**src/rtl/trig_pkg.sv**
```systemverilog
package trig_pkg;
    localparam int ANA_W     = 10;
    localparam int DIG_W     = 8;
    localparam int LIM_W     = 8;
    localparam int HOLD_W    = 16;
    localparam int MIN_PULSE = 4;

    typedef enum logic [1:0] {
        MODE_LEVEL   = 2'b00,
        MODE_SHORT   = 2'b01,
        MODE_LONG    = 2'b10,
        MODE_PATTERN = 2'b11
    } trig_mode_e;

    typedef enum logic [1:0] {
        ST_IDLE,
        ST_ARMED,
        ST_POST,
        ST_DONE
    } seq_state_e;

    localparam logic [3:0] STAT_IDLE      = 4'h1;
    localparam logic [3:0] STAT_ARM_ADC   = 4'h4;
    localparam logic [3:0] STAT_ARM_NOADC = 4'h3;
    localparam logic [3:0] STAT_READY     = 4'h6;
endpackage

```
**src/rtl/trig_detect.sv**
```systemverilog
module trig_detect
    import trig_pkg::*;
#(
    parameter int AW  = ANA_W,
    parameter int DW  = DIG_W,
    parameter int LW  = LIM_W,
    parameter int MINP = MIN_PULSE
) (
    input  logic          clk,
    input  logic          rst_n,
    input  logic          smp_valid,
    input  logic [AW-1:0] ana_smp,
    input  logic [DW-1:0] dig_smp,
    input  logic [AW-1:0] thresh,
    input  logic          fall_pol,
    input  trig_mode_e    mode,
    input  logic [LW-1:0] width_lim,
    input  logic [DW-1:0] pat_val,
    input  logic [DW-1:0] pat_ign,
    output logic          hit
);
    localparam logic [LW-1:0] LIM_FLOOR = LW'(MINP);

    typedef struct packed {
        logic          seen;
        logic          prev_act;
        logic          in_pulse;
        logic [LW-1:0] plen;
    } det_t;

    det_t det_d, det_q;

    logic [DW-1:0] bit_ok;
    logic          pat_ok;
    logic          above, act, start, stop;
    logic [LW-1:0] lim;

    for (genvar i = 0; i < DW; i++) begin : g_bit
        assign bit_ok[i] = pat_ign[i] | (dig_smp[i] ~^ pat_val[i]);
    end
    assign pat_ok = &bit_ok;

    always_comb begin
        above = (ana_smp >= thresh);
        act   = fall_pol ? ~above : above;
        start = det_q.seen & act & ~det_q.prev_act;
        stop  = det_q.seen & ~act & det_q.prev_act & det_q.in_pulse;
        lim   = (width_lim < LIM_FLOOR) ? LIM_FLOOR : width_lim;

        det_d = det_q;
        if (smp_valid) begin
            det_d.seen     = 1'b1;
            det_d.prev_act = act;
            if (start) begin
                det_d.in_pulse = 1'b1;
                det_d.plen     = LW'(1);
            end else if (det_q.in_pulse && act) begin
                if (det_q.plen != '1) det_d.plen = det_q.plen + LW'(1);
            end else if (stop) begin
                det_d.in_pulse = 1'b0;
            end
        end

        unique case (mode)
            MODE_LEVEL:   hit = smp_valid & start;
            MODE_SHORT:   hit = smp_valid & stop & (det_q.plen < lim);
            MODE_LONG:    hit = smp_valid & stop & (det_q.plen >= lim);
            default:      hit = smp_valid & pat_ok;
        endcase
    end

    always_ff @(posedge clk or negedge rst_n) begin
        if (!rst_n) det_q <= '0;
        else        det_q <= det_d;
    end
endmodule

```
**src/rtl/trig_seq.sv**
```systemverilog
module trig_seq
    import trig_pkg::*;
#(
    parameter int HW       = HOLD_W,
    parameter int POST_SMP = 4
) (
    input  logic          clk,
    input  logic          rst_n,
    input  logic          smp_valid,
    input  logic          hit,
    input  logic          force_trig,
    input  logic          arm,
    input  logic          adc_en,
    input  logic [HW-1:0] holdoff,
    output logic          trig_evt,
    output logic [3:0]    status,
    output logic          armed
);
    localparam int PW = $clog2(POST_SMP + 1);

    typedef struct packed {
        seq_state_e    st;
        logic [PW-1:0] post;
        logic [HW-1:0] hold;
        logic          pend;
        logic          evt;
    } seq_t;

    seq_t s_d, s_q;
    logic rest;

    always_comb begin
        s_d     = s_q;
        s_d.evt = 1'b0;
        rest    = (s_q.st == ST_IDLE) || (s_q.st == ST_DONE);

        if (arm && rest) s_d.pend = 1'b1;
        if (smp_valid && s_q.hold != '0) s_d.hold = s_q.hold - HW'(1);

        unique case (s_q.st)
            ST_ARMED: begin
                if (force_trig || hit) begin
                    s_d.st   = ST_POST;
                    s_d.evt  = 1'b1;
                    s_d.post = PW'(POST_SMP);
                    s_d.hold = holdoff;
                end
            end
            ST_POST: begin
                if (smp_valid) begin
                    if (s_q.post == PW'(1)) s_d.st = ST_DONE;
                    else                    s_d.post = s_q.post - PW'(1);
                end
            end
            default: begin
                if ((s_q.pend || arm) && s_q.hold == '0) begin
                    s_d.st   = ST_ARMED;
                    s_d.pend = 1'b0;
                end
            end
        endcase
    end

    always_ff @(posedge clk or negedge rst_n) begin
        if (!rst_n) s_q <= '{st: ST_IDLE, post: '0, hold: '0, pend: 1'b0, evt: 1'b0};
        else        s_q <= s_d;
    end

    always_comb begin
        unique case (s_q.st)
            ST_IDLE:  status = STAT_IDLE;
            ST_DONE:  status = STAT_READY;
            default:  status = adc_en ? STAT_ARM_ADC : STAT_ARM_NOADC;
        endcase
    end

    assign trig_evt = s_q.evt;
    assign armed    = (s_q.st == ST_ARMED);
endmodule

```
**src/rtl/scope_trig_unit.sv**
```systemverilog
module scope_trig_unit
    import trig_pkg::*;
#(
    parameter int POST_SMP = 4
) (
    input  logic             clk,
    input  logic             rst_n,
    input  logic             smp_valid,
    input  logic [ANA_W-1:0] ana_smp,
    input  logic [DIG_W-1:0] dig_smp,
    input  logic [7:0]       thr_lo,
    input  logic [7:0]       trig_cfg,
    input  logic [DIG_W-1:0] pat_val,
    input  logic [DIG_W-1:0] pat_ign,
    input  logic [7:0]       hold_lo,
    input  logic [7:0]       hold_hi,
    input  logic [LIM_W-1:0] width_lim,
    input  logic             arm,
    input  logic             adc_en,
    input  logic             force_trig,
    output logic             trig_evt,
    output logic [3:0]       status
);
    logic             det_hit;
    logic             seq_armed;
    logic [ANA_W-1:0] thresh;
    trig_mode_e       mode;

    assign thresh = {trig_cfg[1:0], thr_lo};
    assign mode   = trig_mode_e'(trig_cfg[6:5]);

    trig_detect u_det (
        .clk       (clk),
        .rst_n     (rst_n),
        .smp_valid (smp_valid),
        .ana_smp   (ana_smp),
        .dig_smp   (dig_smp),
        .thresh    (thresh),
        .fall_pol  (trig_cfg[2]),
        .mode      (mode),
        .width_lim (width_lim),
        .pat_val   (pat_val),
        .pat_ign   (pat_ign),
        .hit       (det_hit)
    );

    trig_seq #(.POST_SMP(POST_SMP)) u_seq (
        .clk        (clk),
        .rst_n      (rst_n),
        .smp_valid  (smp_valid),
        .hit        (det_hit),
        .force_trig (force_trig),
        .arm        (arm),
        .adc_en     (adc_en),
        .holdoff    ({hold_hi, hold_lo}),
        .trig_evt   (trig_evt),
        .status     (status),
        .armed      (seq_armed)
    );
endmodule

```
**config.mk**
```make
export PLATFORM = sky130hd
export DESIGN_NAME = scope_trig_unit
export DESIGN_NICKNAME = d
export VERILOG_FILES = /design/src/rtl/trig_pkg.sv /design/src/rtl/trig_detect.sv /design/src/rtl/trig_seq.sv /design/src/rtl/scope_trig_unit.sv
export SDC_FILE = /design/constraint.sdc
export NUM_CORES = 1
export LEC_CHECK = 0
export BUFFER_PORTS_ARGS = -buffer_cell sky130_fd_sc_hd__buf_4
export CORE_AREA = 4 4 78 80
export DETAILED_ROUTE_END_ITERATION = 6
export DIE_AREA = 0 0 82 84
export PLACE_DENSITY = 0.88
export SKIP_LAST_GASP = 1
export SLEW_MARGIN = 20
export SYNTH_ARGS = -nofsm -noshare
export SYNTH_HDL_FRONTEND = slang
export SYNTH_SLANG_ARGS = --single-unit
```
**constraint.sdc**
```tcl
create_clock -name clk -period 3.2 [get_ports clk]
set_input_delay 0.48 -clock clk [delete_from_list [all_inputs] [get_ports clk]]
set_output_delay 0.48 -clock clk [all_outputs]
set_load 0.01 [all_outputs]
```
Word level (Yosys, flattened, before mapping)
Cells that the tools add are included.
{"block": "op_classes", "magnitude_cmp": 4, "add_sub_neg": 3, "reduce_logical": 22, "muxes": 24, "eq_ne": 12, "bitwise": 29}
{"op": "$mux 16", "n": 2}
{"op": "$mux 8", "n": 3}
{"op": "$mux 21", "n": 1}
{"op": "$logic_not 16->1", "n": 1}
{"op": "$reduce_bool 16->1", "n": 1}
{"op": "$sub 16x1->16 const B", "n": 1}
{"op": "$and 1x1->1", "n": 10}
{"op": "$ge 10x10->1", "n": 1}
{"op": "$mux 9", "n": 1}
{"op": "$add 8x1->8 const B", "n": 1}
{"op": "$ge 8x8->1", "n": 1}
{"op": "$lt 8x3->1 const B", "n": 1}
{"op": "$lt 8x8->1", "n": 1}
{"op": "$mux 1", "n": 8}
{"op": "$ne 8x8->1 const B", "n": 1}
{"op": "$or 1x1->1", "n": 8}
{"op": "$pmux 4 s2", "n": 1}
{"op": "$reduce_and 4->1", "n": 2}
{"op": "$reduce_and 8->1", "n": 1}
{"op": "$reduce_bool 2->1", "n": 4}
{"op": "$xnor 1x1->1", "n": 8}
{"op": "$eq 2x2->1 const B", "n": 3}
{"op": "$mux 3", "n": 2}
{"op": "$ne 2x1->1 const B", "n": 3}
{"op": "16 further kinds", "n": 28}
{"block": "totals", "out_inout_bits": 5, "regBits": 34, "word_cells": 103, "input_bits": 80}

Depth between registers and ports, before layout
Gate-level depths: netlist of run 1.
{"block": "logic_depth", "depth_word": 13, "ltp_mapped": 14}

Modules after synthesis
A second synthesis of run 1 with hierarchy kept.
{"block": "unflattened", "hier_cells": 315, "hier_area_um2": 2715.1}
{"module": "trig_seq", "n_inst": 1, "seq_area_each_um2": 575.6, "area_each_um2": 1431.4, "cells_per_inst": 161}
{"module": "trig_detect", "n_inst": 1, "seq_area_each_um2": 275.3, "area_each_um2": 1283.7, "cells_per_inst": 154}

Worst setup path after synthesis of run 1
OpenSTA, ideal clock, no wires.
{"block": "synth_timing", "path_kind": "input-to-reg", "from": "input port thr_lo[3]", "to": "register u_seq.s_q[3] in the netlist's numbering", "cell_stages": 11, "n_path_buf": 1, "t_arrival_ns": 3.013, "setup_slack_ns": 0.063, "cell_sequence": "inv_1 > ha_1 > a211oi_1 > nor4_1 > a2111o_1 > or3_1 > a41o_1 > a21oi_1 > nand2b_1 > buf_2 > mux2_2"}
{"item": "start: declaration", "line": "scope_trig_unit.sv:11", "rtl": "input logic [7:0] thr_lo,"}
{"item": "end signal: assignment", "line": "trig_seq.sv:65", "rtl": "if (!rst_n) s_q <= '{st: ST_IDLE, post: '0, hold: '0, pend: 1'b0, evt: 1'b0};"}
{"item": "end: declaration", "line": "trig_seq.sv:29", "rtl": "seq_t s_d, s_q;"}

==> results.cfg, run 1 <==
[grt]
overflow = 0
antenna_found_initial = 0
first_global_vias = 2527
grt_max_degree = 35
grt_pass1_wl_um = 10900
grt_util_all_layers_pct = 19.7

[drt]
vias_per_cell = 5.49
wl_per_cell_um = 13.5
ant_nets = 0
drt_iter0_markers = 171
dr.pass1.iters = 4
drc_errors = 0
via_count = 2586
postRouteWirelength_um = 6370

[timing]
setup_viol = 0
hold-worst-slack_ps = 127
rsz0062_at_grt = no
period_share_pct = 93.8
max_freq_ghz = 0.333
clock_skew_ps = 8.74
drv_slew = 0
hold_violations = 0
fin_crit_ps = 3000

[placement]
place_area_sq_mm = 0.00336
port_buffers = 80
dp.cells = 463
gp_congestion = 0.818
dpl.hpwl_um = 5040

[finish]
final_core_util_pct = 64.4
antenna_cells = 0
final_cells = 471
area_growth_syn_to_layout_pct = 30.7
fin_nets = 507
layout-drive-gt1-share_pct = 27.3
final_area_sq_mm = 0.00348

[worst_setup_path]
r2r_start = u_seq.s_q[6]
r2r_slack_ps = 200
cp.arrival_ps = 3210
reg2reg_depth = 8
endpoint_kind = register
reg2reg_to = u_seq.s_q[11]
worstPathRequired_ps = 3410
cp-start-kind = register
critPathKind = reg -> reg
path_max_fanout = 7

[cts]
htree_levels = 2
clkSinkCount = 34
cts.path.max_buffers = 2
cts.clk_slew.worst_paths_ps = 70
cts-root-buf = clkbuf_8
cts_resized = 0
cts_setup_buffers = 0
clk_latency_ps = 290
cts_hold_buf = 0
numCtsBuffers = 5
cts_tree = yes

[floorplanning]
io-pin-count = 85
dieArea_sq_mm = 0.00689
die_w_um = 82
die_y_um = 84
start_util_pct = 49.3
rows = 27
coreArea_sq_mm = 0.00541

[yosys]
syn_avg_cell_area_sq_um = 8.53
syn_nets = 421
syn_area_sq_mm = 0.00266
yosys_register_bits = 34
netlist_top_cells_area = dfrtp_1, ha_1, xnor2_1, inv_1, a21oi_1
ys_seq_area_share_pct = 32.0
yosysTopAreaCell = dfrtp_1
synth_cell_types = 47
synth_edf_count = 0
synth_common_cells = inv_1, dfrtp_1, ha_1
synth_top_area_share_pct = 32.0
netlist_instances = 312
synth_flop_cell = dfrtp_1
yosysWarnings = 0
synthArstFlopShare_pct = 100
post-synth-top-count-cell = inv_1

[outcome]
status = complete, no violations

[power_and_ir_drop]
p_leak_nw = 1.64
p_total_w = 0.00213
ir_drop_mv = 0.342
power_density_mw_per_mm2 = 612

[run]
cap_violations = 0

[hold_path]
min_path_type = in -> async
worst max-delay path by stage:
| stage | end | cells past startpoint | startpoint |
|---|---|---|---|
| after floorplan | u_seq.s_q[3] | 11 | thr_lo[3] |
| after global placement | u_seq.s_q[6] | 13 | width_lim[5] |
| after detailed placement | u_seq.s_q[11] | 14 | width_lim[5] |
| after CTS | u_seq.s_q[11] | 14 | width_lim[5] |
| after global routing | u_seq.s_q[11] | 14 | width_lim[5] |
| final | u_seq.s_q[11] | 8 | u_seq.s_q[6] |
critical path, cell delays in order (launching register included):
cell and delay [ps]:
dfrtp_1 420, or3_4 400, or4_4 440, or4_4 450, or4_4 560, nand4_2 220, nor4_1 90, xnor2_1 140
a21oi_1 200
registers in the layout, indices dropped and copies added, names as in the netlist:
| signal | flops |
|---|---|
| u_det.det_q | 11 |
| u_seq.trig_evt | 1 |
| u_seq.s_q | 22 |
cell type report:
type / count / area (sq um)
inverters: 36 / 135
multi-input cells: 234 / 1640
fillers: 454 / 1930
repair buffers: 87 / 653
clock buffers: 5 / 68.8
well taps: 72 / 90.1
flip-flops and latches: 34 / 851
clock inverters: 3 / 40.0
cell usage in the layout (no fill, tap or decap), drive strengths merged, types with 2 or more instances in the layout:
cell type	count
nor2b	2
nor2	25
ha	29
clkinv	2
nand2b	3
mux2	4
a21o	2
xnor2	27
a21oi	23
nor3	23
or3	5
o211ai	2
nor4	8
buf	87
o21ai	16
a311oi	2
clkbuf	5
o22a	2
inv	36
or4	4
nand2	17
dfrtp	34
a211oi	3
nand3	7
a31oi	4
nand4	8
o31ai	2
o22ai	3
kinds of logic (layout without fill, tap and decap cells):
family | count (synthesis) | after routing | synth area share, %
compound gates | 66 | 66 | 15.2
xor+xnor | 27 | 27 | 8.88
fa+ha+maj | 29 | 29 | 13.6
buf+inv | 44 | 131 | 6.72
flops | 34 | 34 | 32.0
mux | 5 | 5 | 2.21
other cells | 1 | 1 | 0.141
simple gates | 106 | 106 | 21.2
routing by layer:
layer  up-vias  track usage, %  part of all wire [%]
met2        86            34.3                    51
met5         -               0                     0
met1      1212            24.1                    41
li1       1277               -                     -
met3        11            4.10                   6.2
met4         0            5.44                   1.6
per-stage QoR:
stage,setup TNS (ps),setup slack [ps]
finish,0,199
global route,0,50.4
CTS,0,176
detailed placement,-825,-111
global placement,-425,-53.0
floorplan,0,62.7
power by group:
group          leakage [nW]  switching, W  internal [W]
clock                0.0579      0.000154      0.000229
sequential            0.399      0.000156      0.000590
combinational          1.19      0.000511      0.000490
total                  1.64      0.000821       0.00131
(Power assumes the default switching activity.)
==> inputs of run 2 (changes only) <==
--- a/config.mk
+++ b/config.mk
@@ -5,11 +5,12 @@
 export SDC_FILE = /design/constraint.sdc
 export NUM_CORES = 1
 export LEC_CHECK = 0
+export ABC_AREA = 1
 export BUFFER_PORTS_ARGS = -buffer_cell sky130_fd_sc_hd__buf_4
-export CORE_AREA = 4 4 78 80
+export CORE_AREA = 4 4 82 84
 export DETAILED_ROUTE_END_ITERATION = 6
-export DIE_AREA = 0 0 82 84
-export PLACE_DENSITY = 0.88
+export DIE_AREA = 0 0 86 88
+export PLACE_DENSITY = 0.86
 export SKIP_LAST_GASP = 1
 export SLEW_MARGIN = 20
 export SYNTH_ARGS = -nofsm -noshare
==> results.cfg, run 2 <==
[cts]
cts_setup_buffers = 0
cts_hold_buf = 0
cts-root-buf = clkbuf_8
clkSinkCount = 34
htree_levels = 2
numCtsBuffers = 5
cts_resized = 0
cts.clk_slew.worst_paths_ps = 70
cts_tree = yes
clk_latency_ps = 290
cts.path.max_buffers = 2

[yosys]
synth_flop_cell = dfrtp_1
syn_avg_cell_area_sq_um = 7.16
netlist_instances = 411
synth_common_cells = nand2_1, inv_1, dfrtp_1
yosys_register_bits = 34
ys_seq_area_share_pct = 28.9
synthArstFlopShare_pct = 100
synth_compound_area_share_pct = 11.0
syn_area_sq_mm = 0.00294
synthMuxAreaShare_pct = 0
post-synth-top-count-cell = nand2_1
syn_nets = 520
synth_adder_area_share_pct = 12.3
synth_edf_count = 0
synth_top_family_by_area = simple AND/OR/NAND/NOR gates
synth_cell_types = 39
synth_top_area_share_pct = 28.9
yosysWarnings = 0
synth-simple-area-share_pct = 31.9
synth_xor_area_share_pct = 4.76
yosysTopAreaCell = dfrtp_1
netlist_top_cells_area = dfrtp_1, nand2_1, ha_1, inv_1, nor2_1

[worst_setup_path]
critPathKind = in -> reg
cp_num_cells = 19
path_max_fanout = 6
endpoint_kind = register
critPathMaxStageDelay_ps = 260
worstPathRequired_ps = 3400
r2r_start = u_det.det_q[3]
crit_buf_inv = 3
cp.arrival_ps = 2590
path_cells = buf_4 > nor4_1 > nand3_1 > nand2_1 > inv_1 > ha_1 > nand2_1 > inv_1 > nand2_1 > nand2_1 > nand2_1 > nand3_1 > nand2_1 > nand3_2 > nand2_2 > nand2_2 > nand3_1 > nand3b_2 > o21ai_0
r2r_slack_ps = 1140
cpMaxStageDelayCell = nor4_1
cpMostUsedCell = nand2_1
path_delay_family = simple AND/OR/NAND/NOR gates
cp-start-kind = input port
reg2reg_depth = 14
reg2reg_to = u_seq.s_q[19]

[drt]
ant_nets = 0
wl_per_cell_um = 12.1
drc_errors = 0
vias_per_cell = 4.97
via_count = 2829
postRouteWirelength_um = 6870
drt_iter0_markers = 109
dr.pass1.iters = 4

[power_and_ir_drop]
ir_drop_mv = 0.487
power_density_mw_per_mm2 = 637
p_leak_nw = 1.99

[timing]
period_share_pct = 75.0
hold_violations = 0
setup_tns_ps = 0
setup_viol = 0
max_freq_ghz = 0.417
rsz0062_at_grt = no
fin_crit_ps = 2400
drv_slew = 0
clock_skew_ps = 4.74

[grt]
first_global_vias = 2845
grt_pass1_wl_um = 11400
grt_util_all_layers_pct = 18.9
antenna_found_initial = 0
grt_max_degree = 35
overflow = 0

[placement]
gp_congestion = 0.850
port_buffers = 80
place_area_sq_mm = 0.00359
dpl.hpwl_um = 5600

[floorplanning]
io-pin-count = 85
rows = 28
die_w_um = 86
dieArea_sq_mm = 0.00757
start_util_pct = 49.7
coreArea_sq_mm = 0.00592
die_y_um = 88

[finish]
final_common_cell = nand2_1
top_register = u_seq.s_q
fill_cells = 504
layout-drive-gt1-share_pct = 24.3
largest_register_ffs = 22
layout_common_cells = nand2_1, buf_4, inv_1, dfrtp_1, nor2_1
fin_nets = 603
area_growth_syn_to_layout_pct = 25.9
final_area_sq_mm = 0.00371
antenna_cells = 0

[run]
cap_violations = 0

[hold_path]
min_path_type = in -> async

[outcome]
status = complete, no violations
## run 2: cell types whose count changed after synthesis, moves of 7 or more
| cell | before | now |
|---|---|---|
| a21oi_1 | 23 | 16 |
| inv_1 | 36 | 71 |
| nand2_1 | 17 | 103 |
| nand2_2 | 0 | 9 |
| nor2_1 | 25 | 33 |
| nor3_1 | 23 | 9 |
| o21ai_1 | 0 | 11 |
| xnor2_1 | 27 | 3 |
| xor2_1 | 0 | 13 |
## run 2: metrics by stage
step                      std cells  power, W  utilization [%]  worst slack, ps  hold slack, ps
after detailed placement        562   0.00195             60.7              477             456
after global routing            569   0.00257             62.6              484             161
after CTS                       569   0.00237             62.6              784             141
final                           569   0.00236             62.6              801             130
after global placement          562   0.00187             60.7              551             452
after floorplan                 411   0.00162                -              820             184
## run 2: logic make-up (layout without fill, tap and decap cells)
group / count (synthesis) / after routing
buffers and inverters: 77 / 160
flip-flops: 34 / 34
AO/OA/AOI/OAI: 58 / 58
other: 1 / 1
XOR/XNOR: 16 / 16
adder cells (fa/ha/maj): 29 / 29
AND/OR/NAND/NOR: 196 / 196
## run 2: worst max-delay path by stage
stage	from	endpoint	slack [ps]
final	width_lim[5]	u_seq.s_q[19]	800
after global routing	width_lim[5]	u_seq.s_q[21]	480
after CTS	width_lim[5]	u_seq.s_q[19]	780
after detailed placement	width_lim[5]	u_seq.s_q[3]	480
after global placement	width_lim[5]	u_seq.s_q[3]	550
after floorplan	width_lim[5]	u_seq.s_q[16]	820
## run 2: cell type report
cell class	instances	area, sq um	share of cell area [%]
Clock buffer	6	82.6	2.23
Inverter	73	282	7.59
Timing Repair Buffer	80	601	16.2
Sequential cell	34	851	22.9
Multi-Input combinational cell	300	1770	47.7
Tap cell	75	93.8	2.53
Clock inverter	1	30.0	0.810
## run 2: worst reg2reg max path: cells and delay by family (launching register included)
kind	cells	cell delay, ps
fa+ha+maj	1	330
buf+inv	1	40
flops	1	430
simple gates	11	940
compound gates	1	220
## run 2: where the power goes
part           leakage, nW  internal [W]  switching, W  total, W
registers            0.414      0.000610      0.000190  0.000801
logic                 1.52      0.000480      0.000671   0.00115
clock network       0.0573      0.000249      0.000159  0.000408
total                 1.99       0.00134       0.00102   0.00236
## run 2: per-layer routing
layer / routed length, um / vias up / track usage, %
met5: 0 / - / 0
met3: 237 / 17 / 4.14
met4: 144 / 0 / 6.33
li1: - / 1458 / -
met1: 2720 / 1289 / 20.2
met2: 3770 / 65 / 36.4
==> inputs of run 3 (changes only) <==
--- a/config.mk
+++ b/config.mk
@@ -5,12 +5,12 @@
 export SDC_FILE = /design/constraint.sdc
 export NUM_CORES = 1
 export LEC_CHECK = 0
-export ABC_AREA = 1
+export ABC_AREA = 0
 export BUFFER_PORTS_ARGS = -buffer_cell sky130_fd_sc_hd__buf_4
-export CORE_AREA = 4 4 82 84
+export CORE_AREA = 4 4 78 80
 export DETAILED_ROUTE_END_ITERATION = 6
-export DIE_AREA = 0 0 86 88
-export PLACE_DENSITY = 0.86
+export DIE_AREA = 0 0 82 84
+export PLACE_DENSITY = 0.88
 export SKIP_LAST_GASP = 1
 export SLEW_MARGIN = 20
 export SYNTH_ARGS = -nofsm -noshare
==> constraint.sdc (replaced) <==
create_clock -name clk -period 2.23 [get_ports clk]
set_input_delay 0.3345 -clock clk [delete_from_list [all_inputs] [get_ports clk]]
set_output_delay 0.3345 -clock clk [all_outputs]
set_load 0.01 [all_outputs]
==> results.cfg, run 3 (same netlist as run 1, synthesis figures left out) <==
[outcome]
status = finished with violations
violations = setup timing

[worst_setup_path]
endpoint_kind = register
critPathKind = reg -> reg
path_max_fanout = 7
cp.arrival_ps = 2980
worstPathRequired_ps = 2400
cp-start-kind = register

[floorplanning]
dieArea_sq_mm = 0.00689
die_w_um = 82
rows = 27
start_util_pct = 49.3
io-pin-count = 85
die_y_um = 84
coreArea_sq_mm = 0.00541

[cts]
cts.clk_slew.worst_paths_ps = 70
clk_latency_ps = 290
cts.path.max_buffers = 2
htree_levels = 2
numCtsBuffers = 5
clkSinkCount = 34
cts_tree = yes
cts-root-buf = clkbuf_8

[drt]
ant_nets = 0
wl_per_cell_um = 17.0
drc_errors = 0
drt_iter0_markers = 128
vias_per_cell = 5.57
via_count = 2834
dr.pass1.iters = 4
postRouteWirelength_um = 8630

[power_and_ir_drop]
p_leak_nw = 1.92
power_density_mw_per_mm2 = 895
ir_drop_mv = 0.599

[grt]
first_global_vias = 2796
grt_max_degree = 35
overflow = 0
antenna_found_initial = 0
grt_util_all_layers_pct = 21.6
grt_pass1_wl_um = 11700

[timing]
max_slew.worst_pin.slew_ps = 535
period_share_pct = 126
slew_headroom_pct = 64.3
setup_tns_ps = -10940
hold-worst-slack_ps = 276
fin_crit_ps = 2810
hold_violations = 0
setup_viol = 24
worst_slack_ps = -584
max_freq_ghz = 0.355
clock_skew_ps = 2.52
rsz0062_at_grt = yes
drv_slew = 0

[finish]
largest_register_ffs = 22
final_cells = 509
top_register = u_seq.s_q
area_growth_syn_to_layout_pct = 57.4
final_area_sq_mm = 0.00419
final_common_cell = buf_4
fin_nets = 545
layout_common_cells = buf_4, inv_1, dfrtp_1, xnor2_1, ha_1
antenna_cells = 0
layout-drive-gt1-share_pct = 42.3

[run]
cap_violations = 0

[placement]
dpl_worst_slack_ps = -747
dp.cells = 492
place_area_sq_mm = 0.00368
port_buffers = 80
dpl.hpwl_um = 5510
gp_congestion = 0.843

[hold_path]
min_path_type = in -> reg
[run 3: cell count changes in the layout (fill, tap and decap cells not counted), sizes merged, moves of 13 or more]
cell,before,now
nand2,115,17
buf,80,121
inv,73,36
xnor2,3,27
o21ai,32,16
nor2,39,25
xor2,13,0
[run 3: layer usage]
metal / track usage, % / vias up / share of wire (%)
met2: 40.6 / 109 / 54
met4: 8.31 / 0 / 2.3
met5: 0 / - / 0
met3: 5.18 / 20 / 6.7
met1: 22.2 / 1349 / 37
li1: - / 1356 / -
[run 3: timing repair]
action,in CTS,in global routing
gates cloned,0,3
resized for setup,24,28
hold buffers,1,0
pin swaps,16,27
setup buffers,3,6
endpoints found under the hold margin,34,0
endpoints found under the setup margin,31,32
[run 3: path summary, 6_finish.rpt]
check / startpoint / to / slack, ps / cells past startpoint
hold reg to reg: u_seq.s_q[1] / u_seq.s_q[1] / 490 / 1
max in group asynchronous: rst_n / u_seq.s_q[18] / 1390 / 2
setup reg to reg: u_seq.s_q[6] / u_seq.s_q[9] / -580 / 8
min in group asynchronous: rst_n / u_seq.s_q[14] / 530 / 2
setup / recovery: u_seq.s_q[6] / u_seq.s_q[9] / -580 / 8
hold / removal: hold_lo[2] / u_seq.s_q[4] / 280 / 2
[run 3: where the power goes]
| group | switching, W | leakage (nW) | internal (W) | total [W] |
|---|---|---|---|---|
| registers | 0.000200 | 0.399 | 0.000847 | 0.00105 |
| logic | 0.00101 | 1.45 | 0.000987 | 0.00200 |
| clock network | 0.000227 | 0.0714 | 0.000477 | 0.000704 |
[run 3: stage by stage]
| step | util (%) | power (W) |
|---|---|---|
| after floorplan | - | 0.00206 |
| after global placement | 68.0 | 0.00262 |
| after detailed placement | 68.0 | 0.00273 |
| after CTS | 73.2 | 0.00356 |
| after global routing | 77.5 | 0.00397 |
| final | 77.5 | 0.00375 |
[run 3: layout make-up]
type | instances | area (sq um)
timing repair buffer | 124 | 1010
clock inverter | 2 | 60.1
fill | 345 | 1210
sequential | 34 | 851
clock buffer | 6 | 82.6
tap | 72 | 90.1
multi-input combinational | 235 | 1960
inverter | 36 | 138
[run 3: worst max-delay path, cell delays in order (launching register included)]
cell,delay (ps)
dfrtp_1,400
or3_4,380
or4_4,440
or4_4,440
or4_4,510
nand4_4,170
nor2_2,70
xnor2_2,180
a21oi_1,100
